==> src/rtl/sp_pkg.sv <==
package sp_pkg;
  typedef enum logic [1:0] {
    REG_TMODE  = 2'd0,
    REG_RELOAD = 2'd1,
    REG_SCTRL  = 2'd2,
    REG_TXBUF  = 2'd3
  } reg_sel_e;

  localparam logic [1:0] TMR_AUTO_RELOAD = 2'b10;
  localparam logic [1:0] SER_MODE_VAR8   = 2'b01;

  typedef enum logic [1:0] {
    RX_IDLE  = 2'd0,
    RX_START = 2'd1,
    RX_DATA  = 2'd2,
    RX_STOP  = 2'd3
  } rx_state_e;
endpackage

==> src/rtl/mc_prescaler.sv <==
module mc_prescaler #(
  parameter int DIV = 12
) (
  input  logic clk,
  input  logic rst_n,
  output logic tick
);
  localparam int CW = (DIV > 1) ? $clog2(DIV) : 1;
  localparam logic [CW-1:0] LAST = CW'(DIV - 1);

  logic [CW-1:0] cnt_q, cnt_d;
  logic          tick_d;

  always_comb begin
    tick_d = (cnt_q == LAST);
    cnt_d  = tick_d ? '0 : cnt_q + 1'b1;
  end

  always_ff @(posedge clk or negedge rst_n) begin
    if (!rst_n) begin
      cnt_q <= '0;
      tick  <= 1'b0;
    end else begin
      cnt_q <= cnt_d;
      tick  <= tick_d;
    end
  end
endmodule

==> src/rtl/reload_timer.sv <==
module reload_timer #(
  parameter int W = 8
) (
  input  logic         clk,
  input  logic         rst_n,
  input  logic         step,
  input  logic         load_en,
  input  logic [W-1:0] load_val,
  input  logic [W-1:0] reload,
  output logic         ovf
);
  logic [W-1:0] cnt_q, cnt_d;
  logic         ovf_d;

  always_comb begin
    cnt_d = cnt_q;
    ovf_d = 1'b0;
    if (load_en) begin
      cnt_d = load_val;
    end else if (step) begin
      if (&cnt_q) begin
        cnt_d = reload;
        ovf_d = 1'b1;
      end else begin
        cnt_d = cnt_q + 1'b1;
      end
    end
  end

  always_ff @(posedge clk or negedge rst_n) begin
    if (!rst_n) begin
      cnt_q <= '0;
      ovf   <= 1'b0;
    end else begin
      cnt_q <= cnt_d;
      ovf   <= ovf_d;
    end
  end
endmodule

==> src/rtl/baud_divider.sv <==
module baud_divider #(
  parameter int DIV = 32
) (
  input  logic clk,
  input  logic rst_n,
  input  logic ovf,
  output logic bit_tick
);
  localparam int CW = (DIV > 1) ? $clog2(DIV) : 1;
  localparam logic [CW-1:0] LAST = CW'(DIV - 1);

  logic [CW-1:0] cnt_q, cnt_d;
  logic          tick_d;

  always_comb begin
    cnt_d  = cnt_q;
    tick_d = 1'b0;
    if (ovf) begin
      tick_d = (cnt_q == LAST);
      cnt_d  = tick_d ? '0 : cnt_q + 1'b1;
    end
  end

  always_ff @(posedge clk or negedge rst_n) begin
    if (!rst_n) begin
      cnt_q    <= '0;
      bit_tick <= 1'b0;
    end else begin
      cnt_q    <= cnt_d;
      bit_tick <= tick_d;
    end
  end
endmodule

==> src/rtl/serial_tx.sv <==
module serial_tx #(
  parameter int DW = 8
) (
  input  logic          clk,
  input  logic          rst_n,
  input  logic          bit_tick,
  input  logic          start,
  input  logic [DW-1:0] data,
  output logic          txd,
  output logic          busy,
  output logic          stop_pulse
);
  localparam int FW = DW + 2;
  localparam int LW = $clog2(FW + 1);

  logic [FW-1:0] frame_q, frame_d;
  logic [LW-1:0] left_q, left_d;
  logic          busy_d, txd_d, stop_d;

  always_comb begin
    frame_d = frame_q;
    left_d  = left_q;
    busy_d  = busy;
    txd_d   = txd;
    stop_d  = 1'b0;
    if (start && !busy) begin
      frame_d = {1'b1, data, 1'b0};
      left_d  = LW'(FW);
      busy_d  = 1'b1;
    end else if (bit_tick && busy) begin
      if (left_q == '0) begin
        busy_d = 1'b0;
      end else begin
        txd_d   = frame_q[0];
        frame_d = {1'b1, frame_q[FW-1:1]};
        left_d  = left_q - 1'b1;
        stop_d  = (left_q == LW'(1));
      end
    end
  end

  always_ff @(posedge clk or negedge rst_n) begin
    if (!rst_n) begin
      frame_q    <= '1;
      left_q     <= '0;
      busy       <= 1'b0;
      txd        <= 1'b1;
      stop_pulse <= 1'b0;
    end else begin
      frame_q    <= frame_d;
      left_q     <= left_d;
      busy       <= busy_d;
      txd        <= txd_d;
      stop_pulse <= stop_d;
    end
  end
endmodule

==> src/rtl/serial_rx.sv <==
module serial_rx
  import sp_pkg::*;
#(
  parameter int DW  = 8,
  parameter int OVS = 32
) (
  input  logic          clk,
  input  logic          rst_n,
  input  logic          enable,
  input  logic          sample_tick,
  input  logic          rxd,
  input  logic          buf_full,
  output logic          load,
  output logic [DW-1:0] data
);
  localparam int PW = $clog2(OVS);
  localparam int IW = (DW > 1) ? $clog2(DW) : 1;
  localparam logic [PW-1:0] MID  = PW'(OVS / 2 - 1);
  localparam logic [PW-1:0] LAST = PW'(OVS - 1);
  localparam logic [IW-1:0] LAST_BIT = IW'(DW - 1);

  logic          sync1_q, sync2_q, prev_q;
  rx_state_e     st_q, st_d;
  logic [PW-1:0] ph_q, ph_d;
  logic [IW-1:0] idx_q, idx_d;
  logic [DW-1:0] sh_d;
  logic          load_d, mid;

  always_comb begin
    st_d   = st_q;
    ph_d   = ph_q;
    idx_d  = idx_q;
    sh_d   = data;
    load_d = 1'b0;
    mid    = sample_tick && (ph_q == MID);
    if (st_q != RX_IDLE && sample_tick) begin
      ph_d = (ph_q == LAST) ? '0 : ph_q + 1'b1;
    end
    case (st_q)
      RX_IDLE: begin
        if (enable && prev_q && !sync2_q) begin
          st_d = RX_START;
          ph_d = '0;
        end
      end
      RX_START: begin
        if (mid) begin
          st_d  = sync2_q ? RX_IDLE : RX_DATA;
          idx_d = '0;
        end
      end
      RX_DATA: begin
        if (mid) begin
          sh_d = {sync2_q, data[DW-1:1]};
          if (idx_q == LAST_BIT) st_d = RX_STOP;
          else idx_d = idx_q + 1'b1;
        end
      end
      RX_STOP: begin
        if (mid) begin
          st_d   = RX_IDLE;
          load_d = sync2_q && !buf_full;
        end
      end
      default: st_d = RX_IDLE;
    endcase
  end

  always_ff @(posedge clk or negedge rst_n) begin
    if (!rst_n) begin
      sync1_q <= 1'b1;
      sync2_q <= 1'b1;
      prev_q  <= 1'b1;
      st_q    <= RX_IDLE;
      ph_q    <= '0;
      idx_q   <= '0;
      data    <= '0;
      load    <= 1'b0;
    end else begin
      sync1_q <= rxd;
      sync2_q <= sync1_q;
      prev_q  <= sync2_q;
      st_q    <= st_d;
      ph_q    <= ph_d;
      idx_q   <= idx_d;
      data    <= sh_d;
      load    <= load_d;
    end
  end
endmodule

==> src/rtl/timed_serial_port.sv <==
module timed_serial_port
  import sp_pkg::*;
#(
  parameter int OSC_PER_MC = 12,
  parameter int BAUD_DIV   = 32,
  parameter int DW         = 8
) (
  input  logic          clk,
  input  logic          rst_n,
  input  logic          cfg_we,
  input  logic [1:0]    cfg_addr,
  input  logic [DW-1:0] cfg_wdata,
  input  logic          rxd,
  output logic          txd,
  output logic [DW-1:0] rx_byte,
  output logic          tx_done,
  output logic          rx_full
);
  logic [1:0]    tmr_mode_q, tmr_mode_d;
  logic [DW-1:0] reload_q, reload_d;
  logic [1:0]    ser_mode_q, ser_mode_d;
  logic          ren_q, ren_d;
  logic          tx_done_d, rx_full_d;
  logic [DW-1:0] rx_byte_d;

  logic we_tmode, we_reload, we_sctrl, we_txbuf;
  logic mc_tick, tmr_run, ovf, bit_tick;
  logic tx_busy, tx_stop, rx_load;
  logic [DW-1:0] rx_data;

  always_comb begin
    we_tmode  = cfg_we && (cfg_addr == REG_TMODE);
    we_reload = cfg_we && (cfg_addr == REG_RELOAD);
    we_sctrl  = cfg_we && (cfg_addr == REG_SCTRL);
    we_txbuf  = cfg_we && (cfg_addr == REG_TXBUF);
    tmr_run   = (tmr_mode_q == TMR_AUTO_RELOAD);

    tmr_mode_d = we_tmode  ? cfg_wdata[5:4] : tmr_mode_q;
    reload_d   = we_reload ? cfg_wdata      : reload_q;
    ser_mode_d = we_sctrl  ? cfg_wdata[7:6] : ser_mode_q;
    ren_d      = we_sctrl  ? cfg_wdata[4]   : ren_q;

    tx_done_d = tx_done;
    if (we_sctrl) tx_done_d = cfg_wdata[1];
    if (tx_stop)  tx_done_d = 1'b1;

    rx_full_d = rx_full;
    rx_byte_d = rx_byte;
    if (we_sctrl) rx_full_d = cfg_wdata[0];
    if (rx_load) begin
      rx_full_d = 1'b1;
      rx_byte_d = rx_data;
    end
  end

  always_ff @(posedge clk or negedge rst_n) begin
    if (!rst_n) begin
      tmr_mode_q <= '0;
      reload_q   <= '0;
      ser_mode_q <= '0;
      ren_q      <= 1'b0;
      tx_done    <= 1'b0;
      rx_full    <= 1'b0;
      rx_byte    <= '0;
    end else begin
      tmr_mode_q <= tmr_mode_d;
      reload_q   <= reload_d;
      ser_mode_q <= ser_mode_d;
      ren_q      <= ren_d;
      tx_done    <= tx_done_d;
      rx_full    <= rx_full_d;
      rx_byte    <= rx_byte_d;
    end
  end

  mc_prescaler #(.DIV(OSC_PER_MC)) u_pre (
    .clk(clk), .rst_n(rst_n), .tick(mc_tick)
  );

  reload_timer #(.W(DW)) u_tmr (
    .clk(clk), .rst_n(rst_n),
    .step(mc_tick && tmr_run),
    .load_en(we_reload), .load_val(cfg_wdata),
    .reload(reload_q), .ovf(ovf)
  );

  baud_divider #(.DIV(BAUD_DIV)) u_baud (
    .clk(clk), .rst_n(rst_n), .ovf(ovf), .bit_tick(bit_tick)
  );

  serial_tx #(.DW(DW)) u_tx (
    .clk(clk), .rst_n(rst_n), .bit_tick(bit_tick),
    .start(we_txbuf && (ser_mode_q == SER_MODE_VAR8)),
    .data(cfg_wdata), .txd(txd), .busy(tx_busy), .stop_pulse(tx_stop)
  );

  serial_rx #(.DW(DW), .OVS(BAUD_DIV)) u_rx (
    .clk(clk), .rst_n(rst_n),
    .enable(ren_q && (ser_mode_q == SER_MODE_VAR8)),
    .sample_tick(ovf), .rxd(rxd), .buf_full(rx_full),
    .load(rx_load), .data(rx_data)
  );
endmodule

==> config.mk <==
export PLATFORM = sky130hd
export DESIGN_NAME = timed_serial_port
export DESIGN_NICKNAME = d
export VERILOG_FILES = /design/src/rtl/sp_pkg.sv /design/src/rtl/mc_prescaler.sv /design/src/rtl/reload_timer.sv /design/src/rtl/baud_divider.sv /design/src/rtl/serial_tx.sv /design/src/rtl/serial_rx.sv /design/src/rtl/timed_serial_port.sv
export SDC_FILE = /design/constraint.sdc
export NUM_CORES = 1
export LEC_CHECK = 0
export ABC_CLOCK_PERIOD_IN_PS = 1700
export BUFFER_PORTS_ARGS = -buffer_cell sky130_fd_sc_hd__buf_2
export CORE_ASPECT_RATIO = 0.8
export CORE_MARGIN = 1.5
export CORE_UTILIZATION = 45
export CTS_CLUSTER_DIAMETER = 30
export CTS_CLUSTER_SIZE = 14
export DETAILED_ROUTE_END_ITERATION = 6
export SLEW_MARGIN = 15
export SYNTH_ARGS = -nofsm -noshare
export SYNTH_HDL_FRONTEND = slang
export SYNTH_SLANG_ARGS = --single-unit
==> constraint.sdc <==
create_clock -name clk -period 1.7 [get_ports clk]
set_input_delay 0.51 -clock clk [delete_from_list [all_inputs] [get_ports clk]]
set_output_delay 0.51 -clock clk [all_outputs]
set_load 0.01 [all_outputs]
==> results by group <==
Logic synthesis
  • Synth cell count leaders: dfrtp_1, nand2_1, mux2_2
  • Cell with the most instances after synthesis: dfrtp_1
  • Synth top area share: 46.6%
  • Synth Flop Type: dfrtp_1
  • Mapped Cells: 324
  • Post-Synth Simple-Gate Area: 15.6%
  • Largest family of logic cells by synthesized area: simple AND/OR/NAND/NOR gates
  • Post-synthesis mux area share: 9.39%
  • Number of enable flip-flop cells after synthesis: 0
  • Largest cells by area after synthesis: dfrtp_1, dfstp_2, mux2_2, nand2_1, ha_1
  • Yosys warns: 0
  • XOR/XNOR share of the synthesized area: 0.959%
  • Asr flop ratio synth: 100%
  • Seq/Total Area, Yosys: 55.9%
  • Seq cells post-synth: 81
  • Adder-Cell Fraction of Synth Area: 4.11%
  • Mapped cell area: 3650 sq um
  • Syn Area/Cell: 11.3 sq um
  • Synth unique cells: 50
  • Complex-gate fraction of the synthesized area: 11.7%
  • Post-synth net total: 350
  • Synth area leader: dfrtp_1

Floorplanning
  • Row cnt: 29
  • Die area: 8670 sq um
  • Core area: 7910 sq um
  • Die X: 104 um
  • IO Count: 25
  • Die H: 83.6 um
  • Starting Density: 46.2%

Clock tree
  • Total CTS buffers: 9
  • Clock Latency Late Sink: 0.35 ns
  • Clock root buffer master: clkbuf_8
  • H-tree Lvls: 3
  • # clock sinks: 81
  • CTS tree: done
  • CTS max path bufs: 2
  • Post-CTS setup buffer count: 0
  • CTS clk-pin slew, worst paths: 0.09 ns
  • Cts hold-fix bufs: 0

STA
  • RSZ-0062 raised after global routing: yes
  • Hold Vio Cnt, Final: 0
  • Final setup viols: 0
  • Final worst-path cycle share: 97.3%
  • Hold_ws: 0.155 ns
  • Final clock skew: 0.0117 ns
  • Minimum clock period: 1.65 ns
  • Worst Tran Pin Value: 0.425 ns
  • TNS Setup: 0 ns
  • Maximum clock rate: 605 MHz
  • Max-slew violation count: 0
  • Max transition margin: 71.7%

Global routing
  • First-pass GRT wire length: 11.8 mm
  • Largest net degree at the start of global routing: 82
  • All-Layer GR Usage: 17.2%
  • Vias in the first global route: 2,487
  • Initial antenna violation count: 0
  • GR Overflow Total: 0

Pwr
  • Clk pwr share: 33.5%
  • Sequential share of power: 55.6%
  • Sw power: 1.10 mW
  • Comb power frac: 10.9%
  • Pwr/cell area: 898 nW/um^2
  • Worst VDD drop: 0.000504 V
  • Cell Int Power: 2.80 mW
  • Leak pwr: 2.10 nW
  • Switching portion of total power: 28.3%

Final layout
  • Antenna Cells: 0
  • Share of cells above drive strength 1: 33.8%
  • Layout area overhead: 19.2%
  • Layout net count: 403
  • Fillers: 732

Detailed routing
  • Vias: 2,556
  • Antenna-violating nets left: 0
  • Total Wirelength: 6.86 mm
  • Via density: 5.22
  • DRT iter0 DRCs: 85
  • DRC Markers: 0
  • DR WL/cell: 14.0 um
  • First-pass detailed-route iteration total: 4

Setup path
  • CP Data Required Time: 1.99 ns
  • CP endpoint kind: flop
  • Crit path arrival time: 1.95 ns
  • Crit-path cells: ha_2, and3_4, ha_2, or4b_4, a21oi_2
  • Max FO, Critical Path: 3
  • CP max stage cell: or4b_4
  • CP Launch Type: flop
  • CP delay by family, top: simple AND/OR/NAND/NOR gates
  • Setup Crit Path Kind: reg -> reg
  • WP buf/inv: 0
  • Crit path launch: u_rx.ph_q[1]$_DFF_PN0_
  • Worst reg2reg startpoint: u_rx.ph_q[1]$_DFF_PN0_
  • CP dominant cell by count: ha_2
  • CP max stage delay: 0.51 ns

Outcome
  • Status: finished clean

Hold path
  • HP Class: in -> async

Place
  • GP Congestion: 0.803
  • PortBufs: 24
  • Dpl hpwl: 4.63 mm

Job
  • Number of max-cap violations: 0
[routing by layer]
layer	wire length (um)	global-route usage, %	vias up
li1	-	-	1260
met1	3590	24.5	1245
met2	2930	25.7	42
met3	265	5.07	9
met4	72	4.80	0
met5	0	0	-
[power by group through the flow]
stage          Combinational (mW)  Clock [mW]  Sequential (mW)
3_5_place_dp                0.425           0             2.20
2_1_floorplan               0.226           0             2.19
6_report                    0.427        1.31             2.17
3_3_place_gp                0.415           0             2.20
4_1_cts                     0.435        1.37             2.17
5_1_grt                     0.483        1.45             2.20
[flip-flops by register name, summed over array words and instances, names as in the netlist, 2 cells and up, named ones only]
register      count
reload_q          8
rx_byte           8
ser_mode_q        2
tmr_mode_q        2
u_baud.cnt_q      5
u_pre.cnt_q       4
u_rx.data         8
u_rx.idx_q        3
u_rx.ph_q         5
u_tmr.cnt_q       8
u_tx.frame_q      9
u_tx.left_q       4
[repair_timing]
| item | in CTS | in global routing |
|---|---|---|
| endpoints found under the setup margin | 12 | 23 |
| pin swaps | 3 | 4 |
| cloned | 0 | 1 |
| gates resized for setup | 5 | 14 |
[worst register-to-register path: stages (launching register included)]
cell and delay (ns):
dfrtp_1 0.39, ha_2 0.19, and3_4 0.19, ha_2 0.18, or4b_4 0.51, a21oi_2 0.14
[placed cells by master (no fill, tap or decap), types with 5 or more instances in the layout]
cell / n
dfrtp_1: 68
nand2_1: 40
nor2_1: 23
mux2_2: 23
buf_2: 23
buf_4: 22
o21ai_0: 14
dfstp_2: 13
a21oi_1: 12
nand3_1: 10
clkbuf_8: 9
inv_1: 8
ha_1: 8
a21o_1: 7
nor3_1: 5
and3_1: 5
mux2i_1: 5
a22o_1: 5
[cell families (layout without fill, tap and decap cells)]
logic type,count (synthesis),count (layout)
adders and majority gates,12,12
buffers and inverters,17,74
DFF,81,81
AOI/OAI and AO/OA,64,64
xor gates and xnor gates,4,4
and+or+nand+nor,115,116
muxes,31,31
[through the flow]
step	std cells	total power [mW]	area (sq um)	setup slack, ns	utilization (%)
after floorplan	324	2.42	3670	-0.0749	-
after global routing	490	4.13	4350	-0.00618	55.0
after global placement	473	2.62	4090	-0.0236	51.7
final	490	3.91	4350	0.0466	55.0
after detailed placement	473	2.63	4090	-0.0623	51.7
after CTS	489	3.97	4290	0.00968	54.2
[cell type report]
type / instances / area [sq um] / area share, %
inverters: 10 / 37.5 / 0.863
flip-flops and latches: 81 / 2040 / 47.0
clock inverters: 7 / 60.1 / 1.38
clock buffers: 9 / 124 / 2.85
well taps: 108 / 135 / 3.11
multi-input cells: 227 / 1620 / 37.2
repair buffers: 48 / 332 / 7.62
[final timing paths]
kind / to / slack (ns) / depth (start not counted)
hold / removal: u_baud.cnt_q[2]$_DFFE_PN0P_ / 0.15 / 2
max in group asynchronous: u_rx.prev_q$_DFF_PN1_ / 1.18 / 2
setup / recovery: u_rx.ph_q[2]$_DFF_PN0_ / 0.05 / 5
setup reg to reg: u_rx.ph_q[2]$_DFF_PN0_ / 0.05 / 5
hold reg to reg: u_rx.sync2_q$_DFF_PN1_ / 0.36 / 0
min in group clk: u_rx.sync1_q$_DFF_PN1_ / 0.24 / 1
Power figures use the tool's default switching activity.
